`config.mk`:
```
export PLATFORM = sky130hd
export DESIGN_NAME = freq_meter
export DESIGN_NICKNAME = d
export VERILOG_FILES = /design/src/rtl/freq_pkg.sv /design/src/rtl/freq_sig_edge.sv /design/src/rtl/freq_decade.sv /design/src/rtl/freq_decade_chain.sv /design/src/rtl/freq_window_seq.sv /design/src/rtl/freq_meter.sv
export SDC_FILE = /design/constraint.sdc
export NUM_CORES = 1
export LEC_CHECK = 0
export ABC_CLOCK_PERIOD_IN_PS = 2500
export BUFFER_PORTS_ARGS = -buffer_cell sky130_fd_sc_hd__buf_2
export CORE_MARGIN = 1
export CORE_UTILIZATION = 48
export CTS_CLUSTER_SIZE = 40
export DETAILED_ROUTE_END_ITERATION = 10
export HOLD_SLACK_MARGIN = 0.05
export PLACE_DENSITY_LB_ADDON = 0.08
export SLEW_MARGIN = 20
export SYNTH_ARGS = -nofsm -noshare
export SYNTH_HDL_FRONTEND = slang
export SYNTH_HIERARCHICAL = 1
export SYNTH_SLANG_ARGS = --single-unit
export TNS_END_PERCENT = 20
```
`constraint.sdc`:
```
create_clock -name clk_i -period 2.5 [get_ports clk_i]
set_clock_uncertainty 0.05 [all_clocks]
set_input_delay 0 -clock clk_i [delete_from_list [all_inputs] [get_ports clk_i]]
set_output_delay 0 -clock clk_i [all_outputs]
set_load 0.1 [all_outputs]
```
`src/rtl/freq_pkg.sv`:
```
package freq_pkg;
  typedef enum logic [1:0] {
    PH_GATE  = 2'd0,
    PH_LATCH = 2'd1,
    PH_CLEAR = 2'd2
  } phase_e;

  typedef logic [3:0] bcd_t;
  localparam bcd_t BCD_MAX = 4'd9;
endpackage

```
`src/rtl/freq_sig_edge.sv`:
```
module freq_sig_edge #(
  parameter int STAGES = 2
) (
  input  logic clk_i,
  input  logic rst_ni,
  input  logic sig_i,
  output logic rise_o
);
  // sh_q[STAGES-1] is the synchronized level, sh_q[STAGES] its previous value
  logic [STAGES:0] sh_q;

  always_ff @(posedge clk_i or negedge rst_ni) begin
    if (!rst_ni) sh_q <= '0;
    else         sh_q <= {sh_q[STAGES-1:0], sig_i};
  end

  assign rise_o = sh_q[STAGES-1] & ~sh_q[STAGES];

  AST_RISE_ISOLATED: assert property (@(posedge clk_i) disable iff (!rst_ni)
    rise_o |=> !rise_o);
endmodule

```
`src/rtl/freq_decade.sv`:
```
module freq_decade
  import freq_pkg::*;
(
  input  logic clk_i,
  input  logic rst_ni,
  input  logic clr_i,
  input  logic inc_i,
  output bcd_t val_o,
  output logic carry_o
);
  bcd_t val_q;

  assign carry_o = inc_i && (val_q == BCD_MAX);
  assign val_o   = val_q;

  always_ff @(posedge clk_i or negedge rst_ni) begin
    if (!rst_ni)      val_q <= '0;
    else if (clr_i)   val_q <= '0;
    else if (inc_i)   val_q <= carry_o ? '0 : val_q + 4'd1;
  end

  AST_DIGIT_RANGE: assert property (@(posedge clk_i) disable iff (!rst_ni)
    val_q <= BCD_MAX);
  AST_DIGIT_WRAP: assert property (@(posedge clk_i) disable iff (!rst_ni)
    (inc_i && !clr_i && val_q == BCD_MAX) |=> (val_q == '0));
endmodule

```
`src/rtl/freq_decade_chain.sv`:
```
module freq_decade_chain
  import freq_pkg::*;
#(
  parameter int NUM_DIGITS = 4
) (
  input  logic                    clk_i,
  input  logic                    rst_ni,
  input  logic                    clr_i,
  input  logic                    ev_i,
  output logic [4*NUM_DIGITS-1:0] count_o,
  output logic                    wrap_o
);
  logic [NUM_DIGITS:0] inc;

  assign inc[0] = ev_i;

  for (genvar i = 0; i < NUM_DIGITS; i++) begin : g_dec
    bcd_t val;
    freq_decade u_dec (
      .clk_i  (clk_i),
      .rst_ni (rst_ni),
      .clr_i  (clr_i),
      .inc_i  (inc[i]),
      .val_o  (val),
      .carry_o(inc[i+1])
    );
    assign count_o[4*i +: 4] = val;
  end

  assign wrap_o = inc[NUM_DIGITS];
endmodule

```
`src/rtl/freq_window_seq.sv`:
```
module freq_window_seq
  import freq_pkg::*;
#(
  parameter int WIN_W = 28
) (
  input  logic             clk_i,
  input  logic             rst_ni,
  input  logic [WIN_W-1:0] win_len_i,
  output phase_e           phase_o
);
  localparam logic [WIN_W-1:0] WIN_ONE = {{(WIN_W-1){1'b0}}, 1'b1};

  phase_e           ph_q;
  logic [WIN_W-1:0] wcnt_q;
  logic [WIN_W-1:0] last;

  assign last    = (win_len_i == '0) ? '0 : win_len_i - WIN_ONE;
  assign phase_o = ph_q;

  always_ff @(posedge clk_i or negedge rst_ni) begin
    if (!rst_ni) begin
      ph_q   <= PH_GATE;
      wcnt_q <= '0;
    end else begin
      case (ph_q)
        PH_GATE: begin
          // >= keeps a window that was shortened mid-gate bounded
          if (wcnt_q >= last) begin
            ph_q   <= PH_LATCH;
            wcnt_q <= '0;
          end else begin
            wcnt_q <= wcnt_q + WIN_ONE;
          end
        end
        PH_LATCH: ph_q <= PH_CLEAR;
        PH_CLEAR: ph_q <= PH_GATE;
        default:  ph_q <= PH_GATE;
      endcase
    end
  end

  AST_LATCH_TO_CLEAR: assert property (@(posedge clk_i) disable iff (!rst_ni)
    ph_q == PH_LATCH |=> ph_q == PH_CLEAR);
  AST_CLEAR_TO_GATE: assert property (@(posedge clk_i) disable iff (!rst_ni)
    ph_q == PH_CLEAR |=> ph_q == PH_GATE);
  AST_IDLE_WCNT: assert property (@(posedge clk_i) disable iff (!rst_ni)
    ph_q != PH_GATE |-> wcnt_q == '0);
endmodule

```
`src/rtl/freq_meter.sv`:
```
module freq_meter
  import freq_pkg::*;
#(
  parameter int NUM_DIGITS  = 4,
  parameter int WIN_W       = 28,
  parameter int SYNC_STAGES = 2
) (
  input  logic                    clk_i,
  input  logic                    rst_ni,
  input  logic                    sig_i,
  input  logic [WIN_W-1:0]        win_len_i,
  output logic [4*NUM_DIGITS-1:0] digits_o,
  output logic                    ovf_o,
  output logic                    valid_o
);
  localparam int DW = 4 * NUM_DIGITS;

  phase_e          phase;
  logic            rise;
  logic            count_ev;
  logic            wrap;
  logic [DW-1:0]   count;
  logic            ovf_q;
  logic [DW-1:0]   hold_q;
  logic            hold_ovf_q;
  logic            valid_q;

  freq_sig_edge #(.STAGES(SYNC_STAGES)) u_edge (
    .clk_i (clk_i),
    .rst_ni(rst_ni),
    .sig_i (sig_i),
    .rise_o(rise)
  );

  freq_window_seq #(.WIN_W(WIN_W)) u_seq (
    .clk_i    (clk_i),
    .rst_ni   (rst_ni),
    .win_len_i(win_len_i),
    .phase_o  (phase)
  );

  assign count_ev = (phase == PH_GATE) && rise;

  freq_decade_chain #(.NUM_DIGITS(NUM_DIGITS)) u_chain (
    .clk_i  (clk_i),
    .rst_ni (rst_ni),
    .clr_i  (phase == PH_CLEAR),
    .ev_i   (count_ev),
    .count_o(count),
    .wrap_o (wrap)
  );

  always_ff @(posedge clk_i or negedge rst_ni) begin
    if (!rst_ni)                 ovf_q <= 1'b0;
    else if (phase == PH_CLEAR)  ovf_q <= 1'b0;
    else if (wrap)               ovf_q <= 1'b1;
  end

  always_ff @(posedge clk_i or negedge rst_ni) begin
    if (!rst_ni) begin
      hold_q     <= '0;
      hold_ovf_q <= 1'b0;
      valid_q    <= 1'b0;
    end else begin
      valid_q <= (phase == PH_LATCH);
      if (phase == PH_LATCH) begin
        hold_q     <= count;
        hold_ovf_q <= ovf_q;
      end
    end
  end

  assign digits_o = hold_q;
  assign ovf_o    = hold_ovf_q;
  assign valid_o  = valid_q;

  AST_NO_COUNT_IN_LATCH: assert property (@(posedge clk_i) disable iff (!rst_ni)
    phase == PH_LATCH |=> $stable(count));
  AST_IDLE_GATE_HOLDS: assert property (@(posedge clk_i) disable iff (!rst_ni)
    (phase == PH_GATE && !rise) |=> $stable(count));
  AST_CLEAR_EMPTIES: assert property (@(posedge clk_i) disable iff (!rst_ni)
    phase == PH_CLEAR |=> (count == '0 && !ovf_q));
  AST_OVF_ON_WRAP: assert property (@(posedge clk_i) disable iff (!rst_ni)
    wrap |=> ovf_q);
  AST_VALID_ONE_CYCLE: assert property (@(posedge clk_i) disable iff (!rst_ni)
    valid_o |=> !valid_o);
  AST_HOLD_STABLE: assert property (@(posedge clk_i) disable iff (!rst_ni)
    !valid_o |-> ($stable(digits_o) && $stable(ovf_o)));
endmodule

```
======== Word-level counts from Yosys, hierarchy flattened ========
Cells that the tools add are included.
operators by class
  add/subtract/negate cells ............... 6
  magnitude comparators ................... 1
  equality and inequality tests ........... 7
  mux-type cells .......................... 18
  bitwise operators ....................... 2
  reductions and logical operators ........ 12
operators with widths
  operator                 number
  $mux W28                 2
  $mux W4                  12
  $add A28 B1 Y28 const B  1
  $ge A28 B28 Y1           1
  $logic_not A28 Y1        1
  $sub A28 B1 Y28 const B  1
  $add A4 B1 Y4 const B    4
  $eq A4 B4 Y1 const B     4
  $reduce_bool A2 Y1       5
  $logic_and A1 B1 Y1      5
  $pmux W2 S2              1
  $eq A2 B1 Y1 const B     1
  $eq A2 B2 Y1 const B     1
  $logic_not A2 Y1         1
  $mux W1                  2
  $mux W2                  1
  $ne A2 B1 Y1 const B     1
  $and A1 B1 Y1            1
  $not A1 Y1               1
word-level totals
  register bits ........................... 68
  logic and storage cells ................. 57

======== Logic depth before layout (Yosys ltp) ========
  depth after elaboration ................. 10
  mapped depth ............................ 17
  gate-level depth less buffers ........... 14

======== Hierarchy ========
The synthesis kept the hierarchy.
by module, submodules not included
  module           instances  cells each  area each (sq um)  sequential area each (sq um)
  freq_window_seq  1          365         2,915.3            750.7
  freq_decade      4          26          237.7              100.1
  freq_meter       1          44          773.2              475.5
  freq_sig_edge    1          4           88.8               75.1

======== Least setup slack after synthesis ========
No wires, ideal clock.
  path kind ............................... in2reg
  from .................................... in win_len_i[10]
  to ...................................... reg u_seq.wcnt_q[2]
  setup time .............................. 0.079 ns
  data arrival time ....................... 4.134 ns
  data required time ...................... 2.371 ns
  setup slack ............................. -1.764 ns
  stages .................................. 17
  path buffers ............................ 5
  path through ............................ or4_4 > or3_1 > buf_2 > or4_4 > or4_4 > buf_6 > buf_6 > nand2_1 > ha_1 > a21o_1 > nand3_1 > a21oi_1 > o41ai_1 > clkbuf_1 > clkbuf_1 > nand3_1 > mux2i_1
on the way
  word-level cells in the longest chain between the ends .. 4
  elaborated cells between the ends (all ways) .. 5
  classes of those cells .................. add/sub: 1; order compare: 1; mux: 2; reduce/logical: 1
RTL lines
  element                                                      line                   RTL
  start: declaration                                           freq_meter.sv:11       input logic [WIN_W-1:0] win_len_i,
  $sub A28 B1 Y28 / $logic_not A28 Y1 (equally long branches)  freq_window_seq.sv:17  assign last = (win_len_i == '0) ? '0 : win_len_i - WIN_ONE;
  $mux W28 (*)                                                 freq_window_seq.sv:17
  $ge A28 B28 Y1 (*)                                           freq_window_seq.sv:28  if (wcnt_q >= last) begin
  $mux W28 (*)                                                 freq_window_seq.sv:28
  end signal: assignment                                       freq_window_seq.sv:32  wcnt_q <= wcnt_q + WIN_ONE;
  end: declaration                                             freq_window_seq.sv:14  logic [WIN_W-1:0] wcnt_q;
Every way passes the cells marked *; elsewhere a longest branch is shown, timed or not.
A chain may end at the register's enable or synchronous reset.

======== Final worst setup path ========
  from .................................... in win_len_i[12]
  to ...................................... reg u_seq.wcnt_q[25]
Same word-level chain as after synthesis.

==> metrics.txt <==
status=complete, but fails checks; violated checks=setup timing; P&R area growth vs syn=28.7%; ANT nets after route=0; Num CTS Buffers=9; Post-synth EDFFs=0; transition time of the tightest slew-check pin=between 700 and 800 ps; Overflow after GRT=0; synthesized area per cell=9.15 um2; Post-Syn Area=0.00473 mm2; Worst-Skew Late Latency=between 300 and 400 ps; ranking of synthesized cells by area=dfrtp_1, ha_1, nand2_1, xor2_1, o21ai_0; CTS tree=built; Worst-path clk slew=70 ps; final instance area=roughly 0.006 mm2; via/cell ratio=5.45; PwrDens=~760 mW/mm2; fin. max-slew vios=0; Static Leak=around 2.9 nW; Worst Path Arrival=about 3800 ps; yosys warns=6; fin util=approximately two thirds; vias in the first global route=4035; maximum vdd ir drop=0.000520 V; H-tree depth=3; CORE AREA=~0.0094 mm2; worst min path class=input port to async pin; Pwr Total=around 4.6 mW; Die W=about 100 um; Placement Cell Area=roughly 0.0057 mm2; RSZ-0062 raised after global routing=true; Die Y=between 100 and 150 um; Synth top cells by count=nand2_1, dfrtp_1, ha_1; first-pass GRT wire length=18500 um; Total GRT Usage=between 20% and 30%; CTS Sinks=68; fin crit period=about 3700 ps; storage element area=around 0.0017 mm2; Fin Setup TNS=-30210 ps; GPL Wtd Cong=~0.88; die area=around 0.010 mm2; pre-CTS setup slack=-1610 ps; layout net count=around 700; IO Port Bufs=48; post-route worst setup slack=-1160 ps; detailed placement HPWL=8170 um; asr flop ratio synth=100%; endpoint type of the worst setup path=flip-flop; Seq cells post-synth=68; area of the multi-input gates=~0.0030 mm2; share of cells above drive strength 1=30.9%; Syn Nets=587; largest net degree at the start of global routing=37; CP Max Fanout=8; drt pass-1 iters=4; Core Rows=35; Hold Violations, Final=0; Seq/Total Area, Yosys=a little over a third; Total Wirelength=~11000 um; critical path required time=2680 ps; top cell type's share of synthesized area=36.0%; initial DRC count=between 200 and 250; Worst setup SP type=input port; initial core utilization=approximately half; synthesized instance count=a little over 500; final worst-path cycle share=146%; fillcell total=roughly 820; DRC=0; root buf cell=clkbuf_8; Ant. Diodes=0; Max Cap Viol=0; Max Clock Freq=approximately 0.27 GHz; critical path class=input port to flip-flop; IO Count=about 50; Slew headroom=approximately half; clk buf depth=2; Via Count=4248; largest area contributor in the netlist=dfrtp_1; Register-to-Register Path Depth=9; setup violators final=29; number of antenna violations at the first check in global routing=0; per-cell routed wire length=between 10 and 15 um; post-synth cell types=57; most numerous cell in the Yosys netlist=nand2_1; Post-synth top flop=dfrtp_1
-- power by group --
part	internal (mW)	total [mW]	leakage, nW	switching (mW)
sequential	1.31	1.60	0.931	0.289
combinational	0.948	2.13	1.88	1.18
clock	0.457	0.896	0.0955	0.440
-- placed cells by master, fill, tap and decap left out, types with 3 or more instances in the layout --
cell type,instances
ha_1,37
nand3_1,20
or4_4,4
clkbuf_8,9
a32oi_1,5
nor2_1,24
buf_6,4
nor2b_1,6
a22o_1,4
mux2_4,9
nand3b_1,14
a31oi_1,5
o211ai_1,4
a211o_1,4
o21ai_0,15
xnor2_1,7
mux2_2,8
xor2_1,21
and3_1,6
a21o_1,3
and4b_1,4
mux2i_1,4
nor3_1,11
buf_12,3
a21oi_2,6
nand4_1,12
o21ai_1,19
a21oi_1,21
buf_4,79
and2_1,3
nor3_2,3
nor4_1,11
o31a_1,3
inv_1,17
buf_2,46
a21boi_0,5
dfrtp_1,68
nand2_1,78
-- timing repair --
| action | in CTS | in global routing |
|---|---|---|
| endpoints found under the hold margin | 33 | 0 |
| buffers inserted | 3 | 1 |
| pin swaps | 11 | 4 |
| hold buffers | 2 | 0 |
| resized for setup | 31 | 13 |
| cloned | 0 | 0 |
| setup endpoints to repair | 29 | 32 |
-- worst max-delay path, cell delays in order --
cell and delay, ps:
buf_6 90, or4_4 520, or3_4 340, or4_4 480, or4_4 590, buf_6 160, nand2_1 50, ha_1 140
nand4_1 210, buf_4 210, nor3_2 160, a22oi_1 100, and3_4 210, buf_4 130, and4_1 170, a221o_1 250
-- state kept, by name, summed over array words and instances (netlist names) --
signal	cells
digits_o	16
ovf_o	1
ovf_q	1
u_chain/g_dec.u_dec/val_o	16
u_edge/sh_q	3
u_seq/phase_o	2
u_seq/wcnt_q	28
valid_o	1
-- through the flow --
stage / hold WS (ps) / std cells
after CTS: 219 / 780
after global routing: 236 / 780
final: 203 / 780
after detailed placement: 63.1 / 760
after floorplan: -346 / 517
after global placement: 54.3 / 760
-- logic make-up (layout without fill, tap and decap cells) --
family / Yosys count / after routing / synth area share [%]
flip-flops: 68 / 68 / 36.0
buffers and inverters: 33 / 167 / 3.65
AND/OR/NAND/NOR: 223 / 223 / 24.9
adder cells (fa/ha/maj): 39 / 39 / 10.3
multiplexers: 21 / 21 / 5.61
XOR/XNOR: 28 / 28 / 5.19
AO/OA/AOI/OAI: 105 / 105 / 14.3
-- cell type report --
class                   count  share of cell area, %
inverters                  17                   1.05
clock inverters             6                   1.07
multi-input cells         416                   49.4
flip-flops and latches     68                   28.0
repair buffers            135                   15.8
well taps                 129                   2.65
clock buffers               9                   2.04
-- worst paths after layout --
path / startpoint / to / slack [ps]
worst max-delay path: win_len_i[12] / u_seq/wcnt_q[25] / -1160
worst min-delay path: rst_ni / digits_o[3] / 200
worst max register to register: u_seq/wcnt_q[17] / u_seq/wcnt_q[25] / 110
worst min register to register: u_edge/sh_q[0] / u_edge/sh_q[1] / 300
max in group asynchronous: rst_ni / u_seq/wcnt_q[14] / 1550
min in group clk_i: sig_i / u_edge/sh_q[0] / 250
-- routing by layer --
layer	track usage, %	wire (um)	vias to the layer above
met1	28.8	5070	1995
met3	3.31	307	18
met5	0	0	-
li1	-	-	2153
met4	8.58	213	0
met2	39.7	5290	82
Note: power is estimated with default switching activity, not from simulation.
